File: src/rtl/qinv_engine.sv
module qinv_engine #(
  parameter int AW      = 32,
  parameter int DEPTH   = 8,
  parameter int MAX_OUT = 4,
  localparam int IW = $clog2(DEPTH),
  localparam int CW = $clog2(MAX_OUT + 1)
) (
  input  logic          clk,
  input  logic          rst_n,
  input  logic          reg_wr,
  input  logic [1:0]    reg_addr,
  input  logic [31:0]   reg_wdata,
  output logic [31:0]   reg_rdata,
  output logic          mem_req,
  output logic          mem_we,
  output logic [AW-1:0] mem_addr,
  output logic [31:0]   mem_wdata,
  input  logic [127:0]  mem_rdata,
  input  logic          mem_ack,
  output logic [3:0]    inv_req,
  output logic [63:0]   inv_info,
  input  logic [3:0]    inv_ack,
  output logic          irq
);

  typedef enum logic [2:0] {S_IDLE, S_FETCH, S_EXEC, S_DRAIN, S_WRITE} st_t;

  st_t           st;
  logic [AW-1:0] base_q;
  logic [IW-1:0] head_q, tail_q;
  logic          en_q, err_q;
  logic [127:0]  desc_q;
  logic [CW-1:0] cnt_q [4];
  logic [3:0]    tgt, sat;
  logic          issue, drained, bad, head_inc;

  wire [3:0] dtype = desc_q[3:0];
  wire       irq_mode = desc_q[4];

  always_comb begin
    case (dtype)
      4'd1:    tgt = 4'b0001;
      4'd2:    tgt = 4'b0110;
      4'd4:    tgt = 4'b1000;
      default: tgt = 4'b0000;
    endcase
  end

  assign bad     = (tgt == 4'b0000) && (dtype != 4'd5);
  assign issue   = (st == S_EXEC) && (tgt != 4'b0000) && ((tgt & sat) == 4'b0000);
  assign inv_req = issue ? tgt : 4'b0000;
  assign inv_info = desc_q[127:64];

  genvar g;
  generate
    for (g = 0; g < 4; g++) begin : g_port
      assign sat[g] = (cnt_q[g] == CW'(MAX_OUT));
      always_ff @(posedge clk or negedge rst_n) begin
        if (!rst_n) cnt_q[g] <= '0;
        else if (inv_req[g] && !(inv_ack[g] && cnt_q[g] != '0)) cnt_q[g] <= cnt_q[g] + 1'b1;
        else if (!inv_req[g] && inv_ack[g] && cnt_q[g] != '0) cnt_q[g] <= cnt_q[g] - 1'b1;
      end
      a_r7_no_overflow: assert property (@(posedge clk) disable iff (!rst_n)
        (cnt_q[g] == CW'(MAX_OUT)) |-> !inv_req[g]);
    end
  endgenerate

  assign drained  = (cnt_q[0] == '0) && (cnt_q[1] == '0) && (cnt_q[2] == '0) && (cnt_q[3] == '0);
  assign irq      = (st == S_DRAIN) && drained && irq_mode;
  assign head_inc = issue || irq || ((st == S_WRITE) && mem_ack);

  assign mem_req   = (st == S_FETCH) || (st == S_WRITE);
  assign mem_we    = (st == S_WRITE);
  assign mem_addr  = (st == S_WRITE) ? desc_q[64 +: AW] : base_q + (AW'(head_q) << 4);
  assign mem_wdata = desc_q[63:32];

  always_ff @(posedge clk or negedge rst_n) begin
    if (!rst_n) begin
      st     <= S_IDLE;
      desc_q <= '0;
      err_q  <= 1'b0;
    end else begin
      case (st)
        S_IDLE:  if (en_q && !err_q && head_q != tail_q) st <= S_FETCH;
        S_FETCH: if (mem_ack) begin desc_q <= mem_rdata; st <= S_EXEC; end
        S_EXEC: begin
          if (bad) begin err_q <= 1'b1; st <= S_IDLE; end
          else if (dtype == 4'd5) st <= S_DRAIN;
          else if (issue) st <= S_IDLE;
        end
        S_DRAIN: if (drained) st <= irq_mode ? S_IDLE : S_WRITE;
        S_WRITE: if (mem_ack) st <= S_IDLE;
        default: st <= S_IDLE;
      endcase
      if (reg_wr && reg_addr == 2'd3 && reg_wdata[1]) err_q <= 1'b0;
    end
  end

  always_ff @(posedge clk or negedge rst_n) begin
    if (!rst_n) begin
      base_q <= '0;
      tail_q <= '0;
      head_q <= '0;
      en_q   <= 1'b0;
    end else begin
      if (head_inc) head_q <= head_q + 1'b1;
      if (reg_wr) begin
        case (reg_addr)
          2'd0: base_q <= AW'(reg_wdata);
          2'd1: tail_q <= reg_wdata[IW-1:0];
          2'd2: if (!en_q && st == S_IDLE) head_q <= reg_wdata[IW-1:0];
          default: en_q <= reg_wdata[0];
        endcase
      end
    end
  end

  always_comb begin
    case (reg_addr)
      2'd0:    reg_rdata = 32'(base_q);
      2'd1:    reg_rdata = 32'(tail_q);
      2'd2:    reg_rdata = 32'(head_q);
      default: reg_rdata = {29'd0, st != S_IDLE, err_q, en_q};
    endcase
  end

  a_r2_idle_quiet: assert property (@(posedge clk) disable iff (!rst_n)
    (st == S_IDLE && (head_q == tail_q || !en_q)) |=> (!mem_req || $past(head_q != tail_q && en_q)));
  a_r4_head_step: assert property (@(posedge clk) disable iff (!rst_n)
    !$stable(head_q) |-> (head_q == $past(head_q) + 1'b1) || $past(reg_wr && reg_addr == 2'd2));
  a_r8_write_after_drain: assert property (@(posedge clk) disable iff (!rst_n)
    (mem_req && mem_we) |-> (cnt_q[0] == '0 && cnt_q[1] == '0 && cnt_q[2] == '0 && cnt_q[3] == '0));
  a_r9_irq_pulse: assert property (@(posedge clk) disable iff (!rst_n) irq |=> !irq);
  a_r10_write_mode: assert property (@(posedge clk) disable iff (!rst_n)
    (mem_req && mem_we) |-> !desc_q[4] && desc_q[3:0] == 4'd5);
  a_r11_err_hold: assert property (@(posedge clk) disable iff (!rst_n)
    (err_q && !(reg_wr && reg_addr == 2'd2)) |=> $stable(head_q));

endmodule

File: config.mk
export PLATFORM = sky130hd
export DESIGN_NAME = qinv_engine
export DESIGN_NICKNAME = d
export VERILOG_FILES = /design/src/rtl/qinv_engine.sv
export SDC_FILE = /design/constraint.sdc
export NUM_CORES = 1
export LEC_CHECK = 0
export ABC_CLOCK_PERIOD_IN_PS = 3200
export BUFFER_PORTS_ARGS = -buffer_cell sky130_fd_sc_hd__buf_2
export CORE_ASPECT_RATIO = 1.4
export CORE_MARGIN = 5
export CORE_UTILIZATION = 50
export CTS_BUF_LIST = sky130_fd_sc_hd__clkbuf_16
export DETAILED_ROUTE_END_ITERATION = 10
export PLACE_DENSITY_LB_ADDON = 0.12
export SLEW_MARGIN = 20
export SYNTH_ARGS = -nofsm -noshare
export SYNTH_HDL_FRONTEND = slang
export SYNTH_SLANG_ARGS = --single-unit
File: constraint.sdc
create_clock -name clk -period 3.2 [get_ports clk]
set_input_delay 0.48 -clock clk [delete_from_list [all_inputs] [get_ports clk]]
set_output_delay 0.48 -clock clk [all_outputs]
set_load 0.05 [all_outputs]
==> impl_metrics.json <==
{
  "dpl.hpwl_um": 16710,
  "drive_above_1_share": 0.5123,
  "worstRegToRegCells": 8,
  "max-cap-violations": 0,
  "synthFlopType": "dfrtp_1",
  "yosysWarnings": 0,
  "synthTopCellsByArea": "dfrtp_1, mux2_2, buf_4",
  "avgSynthCellArea_sq_um": 10.98,
  "synth-edff-count": 0,
  "slew_headroom": 0.4541,
  "die_w_um": 121.0,
  "drt_pass1_iterations": 5,
  "critPathRequiredTime_ns": 2.72,
  "worstPathArrival_ns": 2.62,
  "grt_util_all_layers": 0.2151,
  "ys_seq_area_frac": 0.4530,
  "yosys.area.top_type": "dfrtp_1",
  "vias": 6417,
  "async_reset_ff_frac": 1.000,
  "status": "completed",
  "final_nets": 1181,
  "slew_viol_final": 0,
  "antenna_found_initial": 1,
  "finalSetupViolations": 0,
  "path_cells": "ha_1, inv_1, fa_2, nor2b_4, o2111ai_2, or4_4, xor2_1, o21ai_1, buf_6",
  "tns_ns": 0,
  "ios": 337,
  "finClkSkew_ns": 0.009114,
  "hold_class": "input pin to asynchronous set/reset pin",
  "grt_pass1_wl_um": 33580,
  "drc_errors": 0,
  "die_y_um": 165.3,
  "startpoint_type": "register",
  "tightest_slew_ns": 0.8189,
  "syn_nets": 964,
  "viasPerCell": 5.138,
  "crit_type": "register to primary output",
  "grt_pass1_vias": 6376,
  "fin_area_sq_um": 10440,
  "fillers": 1500,
  "dieArea_sq_um": 20000,
  "ctsLongestPathBuffers": 2,
  "cp-end-kind": "primary output",
  "worstReg2RegStart": "desc_q[0]",
  "root_buffer": "clkbuf_16",
  "cp_slowest_cell": "or4_4",
  "min_period_over_period": 0.9673,
  "crit_fanout": 2,
  "path_clk_slew_ns": 0.07,
  "r2r-end": "cnt_q[8]",
  "synth.cell_area_sq_um": 8618,
  "port_buffers": 309,
  "worstSetupPathDepth": 9,
  "fin_util": 0.6181,
  "core_area_sq_um": 16890,
  "clk_latency_ns": 0.43,
  "fin_crit_ns": 3.095,
  "cts_tree": "built",
  "drt_iter0_drc": 381,
  "ant_nets": 0,
  "syn_to_final_growth_pct": 21.11,
  "crit_family": "simple AND/OR/NAND/NOR gates",
  "grt_overflow": 0,
  "synth_cells": 785,
  "ys_types": 61,
  "start_util": 0.5104,
  "critical_path.endpoint": "mem_addr[24]",
  "yosys_register_bits": 156,
  "wire_per_inst_um": 17.40,
  "hold_viol": 0,
  "peakVddDrop_uv": 588.0,
  "powerDensity_nw_per_um2": 1139,
  "critical_path.startpoint": "base_q[4]",
  "critical-path-max-stage-delay_ns": 0.46,
  "p_leak_nw": 4.897,
  "fmax_mhz": 323.1,
  "h-tree-depth": 4,
  "rsz0062_at_grt": "yes",
  "cts_buffers": 17,
  "grt_max_degree": 72,
  "dpl_cell_area_sq_um": 9762,
  "drt-total-wl_um": 21740,
  "whs_ns": 0.05030,
  "cts.sinks": 156,
  "reg2reg_slack_ns": 0.48,
  "cp_num_buf_inv": 2,
  "rows": 56,
  "routabilityCongestion": 0.8504,
  "synth_top_area_frac": 0.4530
}
metrics by stage:
stage / cells / power (mW) / worst slack (ns)
6_report: 1249 / 11.88 / 0.1046
5_1_grt: 1248 / 12.52 / 0.001563
4_1_cts: 1245 / 11.98 / -0.04061
3_5_place_dp: 1213 / 9.941 / 0.2321
3_3_place_gp: 1213 / 9.842 / 0.2590
2_1_floorplan: 785 / 9.272 / -0.1324
cells by family after synthesis:
| kind of cell | count (synthesis) | synth area share |
|---|---|---|
| compound gates | 89 | 0.06606 |
| mux | 145 | 0.1966 |
| xor+xnor | 30 | 0.03049 |
| fa+ha+maj | 9 | 0.01742 |
| flops | 156 | 0.4530 |
| buf+inv | 147 | 0.1080 |
| simple gates | 209 | 0.1285 |
state kept, by name, indices dropped and copies added (netlist names):
register  cells
desc_q      101
st            3
tail_q        3
head_q        3
base_q       32
en_q          1
err_q         1
cnt_q        12
cells in the mapped netlist, types with 2 or more instances:
cell / count
nand2b_1: 6
and3_1: 8
ha_1: 4
buf_2: 12
o211ai_1: 3
o21a_1: 4
buf_4: 97
a31o_2: 2
nor2_1: 21
nor3_1: 15
nor3b_1: 3
and2_1: 35
nand2_1: 68
a21boi_0: 5
nor2b_1: 4
o31ai_1: 2
or3_1: 5
a21oi_1: 8
nor4b_1: 3
xnor2_1: 19
o211a_1: 2
fa_1: 5
o21ai_0: 39
inv_1: 18
o22ai_1: 5
clkbuf_1: 19
a21o_1: 2
xor2_1: 11
nand3_1: 9
mux2i_1: 5
nor4_1: 10
a22oi_1: 2
nand3b_1: 3
nand4_1: 10
dfrtp_1: 156
or4_1: 2
mux2_2: 134
mux4_2: 6
routing by layer:
layer | share of wire | GRT usage
met5 | 0 | 0
met1 | 0.38 | 0.2514
met2 | 0.52 | 0.3696
met4 | 0.023 | 0.08814
met3 | 0.078 | 0.06337
cell type report:
| type | count | area [sq um] | share of cell area |
|---|---|---|---|
| diodes | 2 | 5.005 | 0.0004795 |
| inverters | 18 | 67.56 | 0.006473 |
| flip-flops and latches | 156 | 3904 | 0.3740 |
| multi-input cells | 482 | 3841 | 0.3680 |
| clock inverters | 15 | 155.1 | 0.01486 |
| well taps | 232 | 290.3 | 0.02781 |
| clock buffers | 17 | 425.4 | 0.04076 |
| repair buffers | 327 | 1749 | 0.1676 |
worst min path at each step:
stage	startpoint	endpoint	slack, ns	cells past startpoint
after detailed placement	desc_q[33]	desc_q[33]	0.49	1
after floorplan	rst_n	base_q[0]	0.18	0
final	rst_n	desc_q[127]	0.05	1
after global placement	desc_q[98]	desc_q[98]	0.48	1
after global routing	rst_n	desc_q[127]	0.1	1
after CTS	rst_n	desc_q[32]	0.07	1
cells in the final DEF, fill, tap and decap left out, types with 6 or more instances in the layout:
| master | count |
|---|---|
| nand2b_1 | 6 |
| buf_4 | 16 |
| o21ai_0 | 30 |
| and3_1 | 7 |
| nor3_1 | 15 |
| clkbuf_16 | 17 |
| nand3_1 | 9 |
| a21oi_1 | 8 |
| nand2_1 | 68 |
| nor2_1 | 21 |
| o21ai_1 | 10 |
| and2_1 | 34 |
| buf_2 | 303 |
| nand4_1 | 10 |
| inv_1 | 18 |
| xnor2_1 | 19 |
| xor2_1 | 11 |
| mux2_2 | 134 |
| mux4_2 | 6 |
| dfrtp_1 | 156 |
timing repair:
item                       CTS  global route
hold buffers                 0             0
gates cloned                 0             0
setup endpoints to repair    8             8
gates resized for setup     10             9
pin swaps                    0             2
setup buffers                0             2
power by group:
part           internal [mW]  total, mW  switching [mW]
Clock                   1.10       1.99           0.893
Combinational           2.01       6.40            4.39
Sequential              2.83       3.49           0.666
Total                   5.94       11.9            5.95
No activity file was read; power rests on OpenSTA's default activity.
